==> src/rtl/vpk_pkg.sv <==
package vpk_pkg;
   typedef enum logic [1:0] {
      FMT_RGB32 = 2'd0,
      FMT_RGB16 = 2'd1,
      FMT_YUV16 = 2'd2,
      FMT_MONO8 = 2'd3
   } vpk_fmt_e;

   // log2 of the pixel slots per long word
   function automatic logic [1:0] slots_lg(vpk_fmt_e f);
      case (f)
         FMT_RGB32: return 2'd0;
         FMT_MONO8: return 2'd2;
         default:   return 2'd1;
      endcase
   endfunction
endpackage

==> src/rtl/vpk_level.sv <==
module vpk_level
   import vpk_pkg::*;
#(
   parameter int CW              = 8,
   parameter int TRUNC_W         = 5,
   parameter int RGB_MIN         = 1,
   parameter int RGB_MAX         = 254,
   parameter int LUMA_MIN        = 16,
   parameter int LUMA_MAX        = 235,
   parameter int FILL_RGB        = 1,
   parameter int FILL_LUMA       = 1,
   parameter int FILL_CHROMA_BIN = 128,
   parameter int FILL_CHROMA_TC  = 1,
   parameter int FILL_GREY       = 254
) (
   input  logic            clk,
   input  logic            rst_n,
   input  logic [CW-1:0]   c0,
   input  logic [CW-1:0]   c1,
   input  logic [CW-1:0]   c2,
   input  vpk_fmt_e        fmt,
   input  logic            luma_lim,
   input  logic            chroma_tc,
   input  logic            use_v,
   output logic [4*CW-1:0] lane,
   output logic [4*CW-1:0] fill
);
   localparam int WW = 4 * CW;

   function automatic logic [CW-1:0] clamp(logic [CW-1:0] v, int lo, int hi);
      if (int'(v) < lo) return CW'(lo);
      if (int'(v) > hi) return CW'(hi);
      return v;
   endfunction

   logic [CW-1:0] r_c, g_c, b_c, y_c, c_sel, c_out, c_fill;
   logic [CW-1:0] rgb_fill_b;

   always_comb begin
      r_c   = clamp(c0, RGB_MIN, RGB_MAX);
      g_c   = clamp(c1, RGB_MIN, RGB_MAX);
      b_c   = clamp(c2, RGB_MIN, RGB_MAX);
      y_c   = luma_lim ? clamp(c0, LUMA_MIN, LUMA_MAX) : c0;
      c_sel = use_v ? c2 : c1;
      c_out = chroma_tc ? {~c_sel[CW-1], c_sel[CW-2:0]} : c_sel;
      c_fill     = chroma_tc ? CW'(FILL_CHROMA_TC) : CW'(FILL_CHROMA_BIN);
      rgb_fill_b = CW'(FILL_RGB);
   end

   always_comb begin
      lane = '0;
      fill = '0;
      case (fmt)
         FMT_RGB32: begin
            lane = {rgb_fill_b, r_c, g_c, b_c};
            fill = {4{rgb_fill_b}};
         end
         FMT_RGB16: begin
            lane[3*TRUNC_W-1:0] = {r_c[CW-1 -: TRUNC_W], g_c[CW-1 -: TRUNC_W],
                                   b_c[CW-1 -: TRUNC_W]};
            for (int h = 0; h < 2; h++)
               fill[h*2*CW +: 3*TRUNC_W] = {3{rgb_fill_b[CW-1 -: TRUNC_W]}};
         end
         FMT_YUV16: begin
            lane[2*CW-1:0] = {c_out, y_c};
            fill = {2{c_fill, CW'(FILL_LUMA)}};
         end
         default: begin
            lane[CW-1:0] = y_c;
            fill = {4{CW'(FILL_GREY)}};
         end
      endcase
   end

   AST_RGB_CLAMPED: assert property (@(posedge clk) disable iff (!rst_n)
      (fmt == FMT_RGB32) |-> (int'(lane[CW-1:0]) >= RGB_MIN && int'(lane[CW-1:0]) <= RGB_MAX
                              && int'(lane[2*CW +: CW]) >= RGB_MIN && int'(lane[2*CW +: CW]) <= RGB_MAX));
   AST_LUMA_LIMITED: assert property (@(posedge clk) disable iff (!rst_n)
      (luma_lim && (fmt == FMT_YUV16 || fmt == FMT_MONO8))
        |-> (int'(lane[CW-1:0]) >= LUMA_MIN && int'(lane[CW-1:0]) <= LUMA_MAX));
   AST_UPPER_ZERO: assert property (@(posedge clk) disable iff (!rst_n)
      (fmt != FMT_RGB32) |-> (lane[WW-1:2*CW] == '0));
endmodule

==> src/rtl/vpk_pack.sv <==
module vpk_pack
   import vpk_pkg::*;
#(
   parameter int CW = 8
) (
   input  logic            clk,
   input  logic            rst_n,
   input  logic            pix_valid,
   input  logic            pix_sol,
   input  logic            pix_eol,
   input  vpk_fmt_e        fmt,
   input  logic [1:0]      pos,
   input  logic [4*CW-1:0] lane,
   input  logic [4*CW-1:0] fill,
   output logic [1:0]      slot,
   output logic            word_valid,
   output logic [4*CW-1:0] word_data
);
   localparam int WW    = 4 * CW;
   localparam int LANES = 4;

   logic [WW-1:0]    acc_q, acc_ins, lane_mask, composed;
   logic [LANES-1:0] mask_q, mask_ins, byte_on;
   logic [1:0]       ptr_q, start, lg, last_slot;
   logic             last;
   int               shift;

   always_comb begin
      lg = slots_lg(fmt);
      case (fmt)
         FMT_RGB32: start = 2'd0;
         FMT_MONO8: start = pos;
         default:   start = {1'b0, pos[1]};
      endcase
      last_slot = 2'((1 << lg) - 1);
      slot      = pix_sol ? start : ptr_q;
      shift     = int'(slot) * (WW >> lg);
      lane_mask = '1 >> (WW - (WW >> lg));
      acc_ins   = (acc_q & ~(lane_mask << shift)) | ((lane & lane_mask) << shift);
      mask_ins  = (pix_sol ? '0 : mask_q) | (LANES'(1) << slot);
      last      = (slot == last_slot) || pix_eol;
   end

   for (genvar b = 0; b < LANES; b++) begin : g_byte
      assign byte_on[b] = mask_ins[b >> (2 - lg)];
      assign composed[b*CW +: CW] = byte_on[b] ? acc_ins[b*CW +: CW] : fill[b*CW +: CW];
   end

   always_ff @(posedge clk) begin
      if (!rst_n) begin
         acc_q      <= '0;
         mask_q     <= '0;
         ptr_q      <= '0;
         word_valid <= 1'b0;
         word_data  <= '0;
      end else begin
         word_valid <= 1'b0;
         if (pix_valid) begin
            if (last) begin
               word_valid <= 1'b1;
               word_data  <= composed;
               mask_q     <= '0;
               ptr_q      <= '0;
            end else begin
               acc_q  <= acc_ins;
               mask_q <= mask_ins;
               ptr_q  <= slot + 2'd1;
            end
         end
      end
   end

   AST_WORD_NEEDS_PIXEL: assert property (@(posedge clk) disable iff (!rst_n)
      word_valid |-> $past(pix_valid));
   AST_EOL_FLUSH: assert property (@(posedge clk) disable iff (!rst_n)
      (pix_valid && pix_eol) |=> word_valid);
   AST_EMPTY_AFTER_WORD: assert property (@(posedge clk) disable iff (!rst_n)
      word_valid |-> (mask_q == '0 && ptr_q == 2'd0));
   AST_SLOT_IN_WORD: assert property (@(posedge clk) disable iff (!rst_n)
      (pix_valid && pix_sol) |-> (slot <= last_slot));
endmodule

==> src/rtl/vid_pixel_packer.sv <==
module vid_pixel_packer
   import vpk_pkg::*;
#(
   parameter int CW       = 8,
   parameter int TRUNC_W  = 5,
   parameter int RGB_MIN  = 1,
   parameter int RGB_MAX  = 254,
   parameter int LUMA_MIN = 16,
   parameter int LUMA_MAX = 235,
   localparam int WW      = 4 * CW
) (
   input  logic          clk,
   input  logic          rst_n,
   input  logic          pix_valid,
   input  logic          pix_sol,
   input  logic          pix_eol,
   input  logic [CW-1:0] pix_c0,
   input  logic [CW-1:0] pix_c1,
   input  logic [CW-1:0] pix_c2,
   input  logic [1:0]    cfg_fmt,
   input  logic [1:0]    cfg_pos,
   input  logic          cfg_luma_lim,
   input  logic          cfg_chroma_tc,
   output logic          word_valid,
   output logic [WW-1:0] word_data
);
   initial begin
      assert (CW >= 4) else $error("component width too small");
      assert (3 * TRUNC_W + 1 <= 2 * CW && TRUNC_W <= CW) else $error("truncated pixel exceeds half word");
      assert (RGB_MIN <= RGB_MAX && RGB_MAX < (1 << CW)) else $error("bad colour range");
      assert (LUMA_MIN <= LUMA_MAX && LUMA_MAX < (1 << CW)) else $error("bad luma range");
   end

   vpk_fmt_e      fmt;
   logic [1:0]    slot;
   logic [WW-1:0] lane, fill;
   logic          use_v;

   assign fmt   = vpk_fmt_e'(cfg_fmt);
   assign use_v = slot[0] ^ cfg_pos[0];

   vpk_level #(
      .CW(CW), .TRUNC_W(TRUNC_W), .RGB_MIN(RGB_MIN), .RGB_MAX(RGB_MAX),
      .LUMA_MIN(LUMA_MIN), .LUMA_MAX(LUMA_MAX)
   ) u_level (
      .clk(clk), .rst_n(rst_n),
      .c0(pix_c0), .c1(pix_c1), .c2(pix_c2),
      .fmt(fmt), .luma_lim(cfg_luma_lim), .chroma_tc(cfg_chroma_tc),
      .use_v(use_v), .lane(lane), .fill(fill)
   );

   vpk_pack #(.CW(CW)) u_pack (
      .clk(clk), .rst_n(rst_n),
      .pix_valid(pix_valid), .pix_sol(pix_sol), .pix_eol(pix_eol),
      .fmt(fmt), .pos(cfg_pos), .lane(lane), .fill(fill),
      .slot(slot), .word_valid(word_valid), .word_data(word_data)
   );
endmodule

==> config.mk <==
export PLATFORM = sky130hd
export DESIGN_NAME = vid_pixel_packer
export DESIGN_NICKNAME = d
export VERILOG_FILES = /design/src/rtl/vpk_pkg.sv /design/src/rtl/vpk_level.sv /design/src/rtl/vpk_pack.sv /design/src/rtl/vid_pixel_packer.sv
export SDC_FILE = /design/constraint.sdc
export NUM_CORES = 1
export LEC_CHECK = 0
export BUFFER_PORTS_ARGS = -buffer_cell sky130_fd_sc_hd__buf_2
export CAP_MARGIN = 20
export CORE_UTILIZATION = 44
export CTS_CLUSTER_DIAMETER = 120
export DETAILED_ROUTE_END_ITERATION = 8
export PLACE_DENSITY = 0.64
export SLEW_MARGIN = 20
export SYNTH_ARGS = -nofsm -noshare
export SYNTH_HDL_FRONTEND = slang
export SYNTH_SLANG_ARGS = --single-unit
==> constraint.sdc <==
create_clock -name clk -period 6.3 [get_ports clk]
set_input_delay 0.63 -clock clk [delete_from_list [all_inputs] [get_ports clk]]
set_output_delay 0.63 -clock clk [all_outputs]
set_load 0.01 [all_outputs]
# Word level (Yosys, flattened, before mapping)
# Index checks and enable logic that the tools add are counted.
# totals
reg_bits	71
input_bits	35
wordCells	111
out_inout_bits	33
# op_classes
bitwise_logic	8
n_addsub	4
mux	61
n_reduce_logical	6
n_shift	10
eq_ne	4
mul	1
magnitude_cmp	12
# ops
op	count
two-way mux 8 bit	24
< comparator 32 x 4 -> 1 bit, second input constant	4
<< shifter 32 x 32 -> 32 bit	2
right shift 1 x 32 -> 32 bit, first input constant	2
right shift 2 x 32 -> 32 bit, first input constant	2
one-hot mux 15 bit (3 select lines)	1
bitwise AND 25 x 32 -> 32 bit	1
bitwise AND 32 bit	1
> comparator 8 bit, second input constant	4
multiplier 3 x 32 -> 32 bit	1
NOT 32 bit	1
bitwise OR 32 bit	1
right shift 32 x 32 -> 32 bit, first input constant	1
right shift 6 x 2 -> 32 bit, first input constant	1
subtractor 7 x 32 -> 32 bit, first input constant	1
< comparator 8 x 1 -> 1 bit, second input constant	3
two-way mux 1 bit	21
one-hot mux 7 bit (3 select lines)	1
one-hot mux 8 bit (2 select lines)	1
two-way mux 9 bit	1
binary-select mux 1 bit (select 2 bit)	4
< comparator 8 x 5 -> 1 bit, second input constant	1
two-way mux 4 bit	2
one-hot mux 2 bit (2 select lines)	2
other kinds (17)	23

# Depth between registers and ports, before layout
# Gate-level depths: netlist (run 1).
# logic_depth
word_depth	12
depth_mapped	19
mapped_depth_nobuf	17

# Cells and area by module
# Synthesis (run 1) repeated with hierarchy kept, for this count alone.
# unflattened
cells_unflattened	706
hier_area_um2	5445.2
# modules_own_cells
module	area_per_inst_um2	instances	cells_each	seq_area_each_um2
vpk_pack	4549.4	1	564	1421.4
vpk_level	887.1	1	141	0.0
vid_pixel_packer	8.8	1	1	0.0

# Worst setup path after synthesis (run 1)
# Ideal clock, no wire load.
# synth_timing
path_type	input to register
start	in cfg_fmt[0]
end	reg u_pack.word_data[20]
required_ps	6173
arrival_ps	4301
cell_stages	18
setup_time_ps	127
n_path_buf	1
setup_slack_ps	1872
cell_sequence	inv_1 > ha_1 > inv_1 > nand3_1 > a31oi_1 > inv_1 > nor2_1 > ha_1 > ha_1 > fa_1 > nor2b_1 > a31oi_1 > clkbuf_1 > a211oi_1 > a41oi_1 > a211oi_1 > a2111oi_0 > o21ai_1
# synth_via
elab_chain_len	12
elab_cells_between_ends	39
cone_classes	add/sub: 3; mul: 1; eq/ne: 4; shift: 7; mux: 14; bitwise: 7; reduce/logical: 3
# synth_rtl
element	line	text
start: declaration	vid_pixel_packer.sv:20	input logic [1:0] cfg_fmt,
parallel branches: the longest is 12 deep, another holds multiplier 3 x 32 -> 32 bit	-	
end signal: assignment	vpk_pack.sv:61	word_data <= composed;
end: declaration	vpk_pack.sv:17	output logic [4*CW-1:0] word_data
# Several ways; the timed one is not identified. The select of a mux whose other input is x is not followed.
# A chain may end at the register's enable or synchronous reset.

# Worst setup path after layout (run 1)
# Ends and elaborated chain as after synthesis.

==> metrics, run 1 <==
outcome=finished with violations; failing checks=DRC; Initial Util=approximately 46%; Clock Path Buffers=2; Async SR Flop Fraction=0%; DP Wirelength=around 16000 µm; # Post-CTS Setup Buffers=0; Post-Layout Cell Count=912; CP max stage delay=0.69 ns; Crit. End Element=flop; Overall Global Routing Usage=34.0%; number of max-cap violations=0; Routed WL=21300 µm; Seq/Total Area, Yosys=around a quarter; Boundary Pins=68; layout cells sized above 1=approximately 16%; Yosys reg bits=~70; first-pass GRT wire length=32800 µm; critical-path cell list=buf_2 > inv_1 > ha_1 > inv_1 > nand3_1 > a31oi_1 > inv_1 > nor2_1 > ha_1 > ha_1 > fa_1 > nor2b_1 > a31oi_1 > buf_4 > a211oi_1 > a41oi_1 > a211oi_1 > a2111oi_0 > o21ai_1; Distinct cells, synth=between 70 and 80; CTS tree=built; RSZ-0062 raised after global routing=no; vias in the first global route=around 5700; most common cell after layout, fill and taps aside=nand2_1; Yosys warnings=0; Levels on crit path=19; Avg Vias per Cell=just under 7; Post-synth EDFFs=0; num rows=39; CP max FO=11; r2r worst-path depth=15; cell count after synthesis=around 720; DP Area=~5700 µm²; commonest non-fill, non-tap cells in the layout=81 x nand2_1, 71 x dfxtp_1, 69 x nor2_1; Core Area=about 12000 µm²; Vias=about 6200; CTS buffer count=9; worst vdd ir=about 220 µV; Leak=approximately 2.4 nW; final setup fails=0; Die X=112 µm; die height=between 100 and 150 µm; antenna violations before repair=0; worst path bufs/invs=5; Max-slew headroom=roughly two fifths; Finished Cell Area=~6000 µm²; Setup TNS=0 ns; Avg Cell Area, Syn=between 7 and 8 µm²; I/O Buffers=between 60 and 70; arrival time worst endpoint=5.39 ns; hold-fix buffer count after cts=0; Req. time, crit path=around 6.5 ns; drt first pass iters=7; # DRC=1; minimum clock period=~5.2 ns; Initial DRC Count=744; Ant. Diodes=0; Worst-Margin Slew=just over 0.9 ns; Max Slew Vio Count=0; CTS Sinks=roughly 70; clock-pin slew on the worst setup and hold paths=about 0.06 ns; Synth Cell Area=around 5300 µm²; Post-Syn Nets=775; CTS root buf=clkbuf_16; type of the worst setup path=in -> reg; Fin Clk Skew=0.00627 ns; min-delay worst type=reg -> reg; worst hold path stage count=2; Fin. Hold Viols=0; PwrDens=between 200 and 250 nW/µm²; wire length per cell=between 20 and 25 µm; fillers=roughly 1200; area delta synth->final=13.5%; final period utilization=82.2%; Clk Latency, worst-skew pair=0.34 ns; H-Tree Level Count=3; delay-heaviest family, CP=compound AO/OA/AOI/OAI gates; Slowest cell on crit path=a31oi_1; final estimated routing congestion in global placement=0.993; startpoint class of the critical path=input port; die area=between 10000 and 15000 µm²; # placed instances=896; Final Net Count=roughly 820; post-route ant nets=0; Max Clock Freq=slightly below 0.2 GHz; largest net degree at the start of global routing=30; Most used DFF post-synth=dfxtp_1; cts repair resizes=0; GRT Residual Overflow=0
cell usage after synthesis, types with 7 or more instances:
cell type | instances | area share [%]
o211ai_1 | 13 | 1.8
o22ai_1 | 7 | 0.82
o221ai_1 | 7 | 1.2
and3_1 | 7 | 0.82
a31oi_1 | 18 | 2.1
nor2b_1 | 8 | 0.94
mux2i_1 | 8 | 1.5
buf_2 | 10 | 0.94
nand2_1 | 81 | 5.7
o21ai_0 | 36 | 3.4
a21oi_1 | 54 | 5.1
a22o_1 | 14 | 2.3
o31ai_1 | 9 | 1.3
ha_1 | 17 | 4.0
dfxtp_1 | 71 | 27
nor2_1 | 69 | 4.9
a221oi_1 | 9 | 1.5
o21ai_1 | 13 | 1.2
nor3_1 | 33 | 3.1
nand4_1 | 10 | 1.2
a22oi_1 | 12 | 1.7
inv_1 | 17 | 1.2
clkbuf_1 | 33 | 2.3
nand3_1 | 34 | 3.2
a211oi_1 | 13 | 1.8
layer usage:
layer	track usage, %	routed length, µm	up-vias	share of wire, %
met2	54.5	9700	352	45
met5	0	0	-	0
met4	11.6	563	0	2.6
met1	44.9	9010	2914	42
li1	-	-	2843	-
met3	7.89	2080	44	9.7
cell type report:
| type | instances | area [µm²] | area share [%] |
|---|---|---|---|
| Multi-Input combinational cell | 582 | 3610 | 59.8 |
| Sequential cell | 71 | 1420 | 23.5 |
| Timing Repair Buffer | 81 | 440 | 7.29 |
| Clock buffer | 11 | 253 | 4.18 |
| Tap cell | 143 | 179 | 2.96 |
| Inverter | 19 | 71.3 | 1.18 |
| Clock inverter | 5 | 63.8 | 1.06 |
tightest hold or removal path: cells and delay by family, from the launching register on:
kind | cells | cell delay, ns
flops | 1 | 0.30
simple gates | 1 | 0.04
compound gates | 1 | 0.05
worst paths after layout:
check / startpoint / endpoint / slack, ns
setup / recovery: cfg_fmt[0] / u_pack.word_data[20] / 1.12
hold / removal: u_pack.word_data[20] / u_pack.word_data[20] / 0.44
setup reg to reg: u_pack.ptr_q[0] / u_pack.word_data[20] / 1.78
hold reg to reg: u_pack.word_data[20] / u_pack.word_data[20] / 0.44
registers in the layout, summed over array words and instances, names as in the netlist:
signal and cells:
u_pack.acc_q 32, u_pack.word_data 32, u_pack.mask_q 4, u_pack.ptr_q 2
u_pack.word_valid 1
power breakdown:
part	internal [mW]	switching (mW)	leakage [nW]
clock network	0.332	0.211	0.153
registers	0.481	0.0172	0.579
logic	0.139	0.305	1.65
logic make-up (layout without fill, tap and decap cells):
kind of cell             after synthesis  count (layout)  synth area share (%)
AND/OR/NAND/NOR                      280             280                  24.8
adder cells (fa/ha/maj)               18              18                  4.37
XOR/XNOR                               3               3                 0.494
AO/OA/AOI/OAI                        266             266                  35.3
multiplexers                          15              15                  2.99
buffers and inverters                 69             116                  5.38
flip-flops                            71              71                  26.7
stage by stage:
stage	hold WS [ns]	power, mW	worst slack (ns)	util, %
after floorplan	0.429	0.779	1.87	-
after global placement	0.436	0.932	1.13	49.3
after detailed placement	0.441	0.934	0.894	49.3
after global routing	0.469	1.54	0.719	52.0
after CTS	0.448	1.47	1.22	52.0
final	0.443	1.48	1.12	52.0
(Power assumes the default switching activity.)
==> run 2, diff against run 1 <==
PLACE_DENSITY = 0.67   (was 0.64)
clock period = 4.45 ns   (was 6.3 ns; I/O delays follow)
==> run 2 against run 1 <==
Effect of this change:
- flip-flop and latch count did not move
- critical path depth did not move
- critical endpoint is now u_pack.word_data[29]
- final cell count rose by 3.5%
- clock power rose by 39%
- the flow still finishes with violations (DRC)
==> metrics, run 2 (synthesized netlist as in run 1, its figures left out) <==
drt first pass iters=7; Regs by FF count=u_pack.acc_q x32, u_pack.word_data x32, u_pack.mask_q x4; clock-pin slew on the worst setup and hold paths=approximately 0.060 ns; CTS root buf=clkbuf_16; worst setup margin=about 0.27 ns; type of the worst setup path=in -> reg; Max-slew headroom=approximately 39%; antenna violations before repair=0; I/O Buffers=67; die area=roughly 13000 µm²; largest net degree at the start of global routing=30; area delta synth->final=17.9%; delay-heaviest family, CP=compound AO/OA/AOI/OAI gates; final period utilization=between 90% and 100%; Setup Slack @ Placement=-0.0621 ns; Initial DRC Count=841; # placed instances=roughly 930; GRT Residual Overflow=0; Max Clock Freq=roughly 0.24 GHz; vias in the first global route=between 5000 and 6000; min-delay worst type=in -> reg; CP max stage delay=roughly 0.44 ns; critical-path cell list=buf_2 > inv_1 > ha_1 > inv_1 > nand3_1 > a31oi_1 > inv_1 > nor2_1 > ha_1 > ha_1 > fa_1 > nor3_2 > a31oi_1 > buf_4 > a211o_1 > o32a_1 > a221o_1 > a311oi_1 > nor2_1; H-Tree Level Count=3; minimum clock period=roughly 4.2 ns; Max Slew Vio Count=0; Core Util, Final=between 50 and 60%; # Post-CTS Setup Buffers=0; Initial Util=45.8%; Final Net Count=between 800 and 900; Setup TNS=0 ns; Overall Global Routing Usage=about 34%; post-route ant nets=0; worst vdd ir=approximately 230 µV; # DRC=3; outcome=finished with violations; Slowest cell on crit path=fa_1; PwrDens=approximately 340 nW/µm²; Fin. Hold Viols=0; die height=between 100 and 150 µm; Boundary Pins=68; Ant. Diodes=0; number of max-cap violations=0; total power=2.12 mW; final setup fails=0; Clock Path Buffers=2; Vias=~6400; Worst-Margin Slew=just over 0.9 ns; fillers=1123; Leak=between 2 and 3 nW; startpoint class of the critical path=input port; Core Area=~12000 µm²; CTS buffer count=9; CP max FO=12; num rows=39; arrival time worst endpoint=between 4 and 5 ns; Crit. End Element=flop; CTS Sinks=71; CTS tree=built; final estimated routing congestion in global placement=approximately 0.97; Fin Clk Skew=0.00893 ns; commonest non-fill, non-tap cells in the layout=81 x nand2_1, 71 x dfxtp_1, 69 x nor2_1; hold-fix buffer count after cts=0; Post-Layout Cell Count=between 900 and 1000; DP Wirelength=about 16000 µm; worst path bufs/invs=5; Die X=between 100 and 150 µm; Avg Vias per Cell=6.74; multi-input logic area=between 3000 and 4000 µm²; Routed WL=21500 µm; failing checks=DRC; most common cell after layout, fill and taps aside=nand2_1; Clk Latency, worst-skew pair=0.35 ns; layout cells sized above 1=a little under a fifth; first-pass GRT wire length=between 30000 and 40000 µm; register area=1420 µm²; wire length per cell=between 20 and 25 µm; Req. time, crit path=between 4 and 5 ns
run 2: cell types whose count changed in the layout (fill, tap and decap cells not counted), sizes merged:
cell / previous run / this run
clkbuf: 11 / 9
clkinv: 3 / 4
inv: 19 / 20
buf: 81 / 113
run 2: area by class of cell:
type / count / area share (%)
flip-flops and latches: 71 / 22.6
well taps: 143 / 2.85
repair buffers: 113 / 10.8
multi-input cells: 582 / 57.7
clock inverters: 7 / 1.28
clock buffers: 9 / 3.59
inverters: 19 / 1.14
run 2: final timing paths:
kind	start	end	slack, ns	cells past startpoint
max	cfg_fmt[0]	u_pack.word_data[29]	0.27	19
min	pix_valid	u_pack.ptr_q[1]	0.43	3
max reg2reg	u_pack.ptr_q[0]	u_pack.word_data[29]	0.60	15
min reg2reg	u_pack.word_data[10]	u_pack.word_data[10]	0.45	2
run 2: routing by layer:
metal  GRT usage (%)  vias to the layer above  routed length [µm]
met5               0                        -                   0
met4            12.5                        0                 727
met3            7.46                       57                2190
met2            53.5                      403                9410
met1            47.0                     2981                9200
li1                -                     2917                   -
run 2: power by group:
group | switching, mW | internal [mW] | leakage [nW]
clock | 0.313 | 0.442 | 0.148
combinational | 0.434 | 0.229 | 1.80
sequential | 0.0249 | 0.681 | 0.579
run 2: through the flow:
step | area [µm²] | hold WS [ns]
3_3_place_gp | 5970 | 0.439
3_5_place_dp | 5970 | 0.438
5_1_grt | 6280 | 0.449
2_1_floorplan | 5320 | 0.429
4_1_cts | 6270 | 0.428
6_report | 6280 | 0.431
run 2: repair_timing:
action,CTS,global route
resized for setup,0,1
hold endpoints to repair,0,0
setup endpoints to repair,0,1
run 2: worst reg2reg max path, cell delays in order (launching register included):
cell and delay, ns:
dfxtp_1 0.40, nor2_1 0.07, a31oi_1 0.20, inv_1 0.09, nor2_1 0.10, ha_1 0.25
ha_1 0.23, fa_1 0.44, nor3_2 0.23, a31oi_1 0.15, buf_4 0.27, a211o_1 0.27
o32a_1 0.38, a221o_1 0.35, a311oi_1 0.25, nor2_1 0.07
==> run 3, diff against run 2 <==
RECOVER_POWER = 50   (was default)
==> run 3 against run 2 <==
Effect of this change:
- fmax shrank 0.12%
- critical path depth is the same
- first-iteration DRC count shrank 0.71%
- critical path type unchanged
- largest cell class unchanged
- flip-flop and latch count is the same
- design area shrank 0.78%
- critical endpoint unchanged
- routed wire length grew 0.38%
- clock-buffer cell count is the same
- the run still ends with DRC left
- clock power is essentially flat
==> metrics, run 3 (synthesized netlist as in run 1, its figures left out) <==
Leak=~2.4 nW; CP max FO=12; antenna violations before repair=0; grt peak-use layer=met2; Max Slew Vio Count=0; first-pass GRT wire length=roughly 33000 µm; DP Wirelength=between 15000 and 20000 µm; wire length per cell=roughly 23 µm; Setup Slack @ Placement=-0.0621 ns; Ant. Diodes=0; GRT Residual Overflow=0; area delta synth->final=17.0%; die height=between 100 and 150 µm; post-route ant nets=0; CTS Sinks=slightly above 70; die area=~13000 µm²; minimum clock period=4.19 ns; min-delay worst type=in -> reg; I/O Buffers=between 60 and 70; Routed WL=around 22000 µm; drt first pass iters=7; setup slack, reg-to-reg=around 0.59 ns; Die X=about 110 µm; Max Clock Freq=0.239 GHz; arrival time worst endpoint=approximately 4.4 ns; Initial Util=between 40% and 50%; # Post-CTS Setup Buffers=0; Fin Clk Skew=slightly below 0.009 ns; vias in the first global route=5732; H-Tree Level Count=3; outcome=finished with violations; worst vdd ir=228 µV; failing checks=DRC; Overall Global Routing Usage=between 30% and 40%; Worst-Margin Slew=about 1.2 ns; grt met1 use=47.0%; Req. time, crit path=~4.7 ns; Max-slew headroom=a little over a fifth; PwrDens=between 300 and 400 nW/µm²; Core Area=about 12000 µm²; Clk Latency, worst-skew pair=~0.34 ns; Hold Slack=0.429 ns; Avg Vias per Cell=slightly below 7; worst setup margin=roughly 0.26 ns; final estimated routing congestion in global placement=0.970; Fin. Hold Viols=0; Vias=between 6000 and 7000; final setup fails=0; total power=~2.1 mW; CTS buffer count=9; Boundary Pins=between 60 and 70; largest net degree at the start of global routing=30; Final Net Count=between 800 and 900; most common cell after layout, fill and taps aside=nand2_1; Crit. End Element=flop; startpoint class of the critical path=input port; type of the worst setup path=in -> reg; Post-Layout Cell Count=~940; CTS root buf=clkbuf_16; Clock Path Buffers=2; GRT met3 Usage=between 7 and 8%; # DRC=3; number of max-cap violations=0; final period utilization=about 94%; clock-pin slew on the worst setup and hold paths=0.06 ns; commonest non-fill, non-tap cells in the layout=81 x nand2_1, 71 x dfxtp_1, 69 x nor2_1; Regs by FF count=u_pack.acc_q x32, u_pack.word_data x32, u_pack.mask_q x4; CTS tree=built; Initial DRC Count=between 800 and 900; num rows=39; layout cells sized above 1=approximately 15%; M2 GR Usage=53.5%; # placed instances=928
-- run 3: changes by cell type in the layout (fill, tap and decap cells not counted), sizes merged --
cell	change
buf	-35
clkbuf	+35
-- run 3: layout make-up --
class,instances,area (µm²)
fill,1152,5390
multi-input combinational,582,3620
sequential,71,1420
timing repair buffer,113,632
clock buffer,9,225
tap,143,179
clock inverter,7,80.1
inverter,19,71.3
-- run 3: worst paths after layout --
kind | start | end | cells past startpoint
max | cfg_fmt[0] | u_pack.word_data[29] | 19
min | pix_valid | u_pack.ptr_q[0] | 3
max reg2reg | u_pack.ptr_q[0] | u_pack.word_data[29] | 15
min reg2reg | u_pack.word_data[10] | u_pack.word_data[10] | 2
-- run 3: routing by layer --
layer | vias up | wire length, µm
met5 | - | 0
met4 | 0 | 713
met3 | 55 | 2110
met2 | 383 | 9560
li1 | 2911 | -
met1 | 3037 | 9230
-- run 3: where the power goes --
group	leakage [nW]	internal, mW	switching, mW
Combinational	1.66	0.220	0.435
Sequential	0.579	0.681	0.0257
Clock	0.148	0.442	0.314
Total	2.39	1.34	0.774
-- run 3: worst max-delay path: stages --
cell and delay (ns):
buf_2 0.11, inv_1 0.08, ha_1 0.33, inv_1 0.08, nand3_1 0.06, a31oi_1 0.22, inv_1 0.09, nor2_1 0.10
ha_1 0.25, ha_1 0.23, fa_1 0.44, nor3_2 0.23, a31oi_1 0.15, buf_4 0.27, a211o_1 0.27, o32a_1 0.38
a221o_1 0.35, a311oi_1 0.25, nor2_1 0.07
-- run 3: stage by stage --
| stage | utilization (%) | instance area (µm²) | TNS, ns |
|---|---|---|---|
| 2_1_floorplan | - | 5320 | 0 |
| 3_3_place_gp | 51.4 | 5970 | 0 |
| 3_5_place_dp | 51.4 | 5970 | -0.0621 |
| 4_1_cts | 54.0 | 6270 | 0 |
| 5_1_grt | 53.6 | 6230 | -0.0145 |
| 6_report | 53.6 | 6230 | 0 |
-- run 3: timing repair --
action                     4_1_cts  5_1_grt
hold buffers                     0        0
setup endpoints to repair        0        1
gates resized for setup          0        1
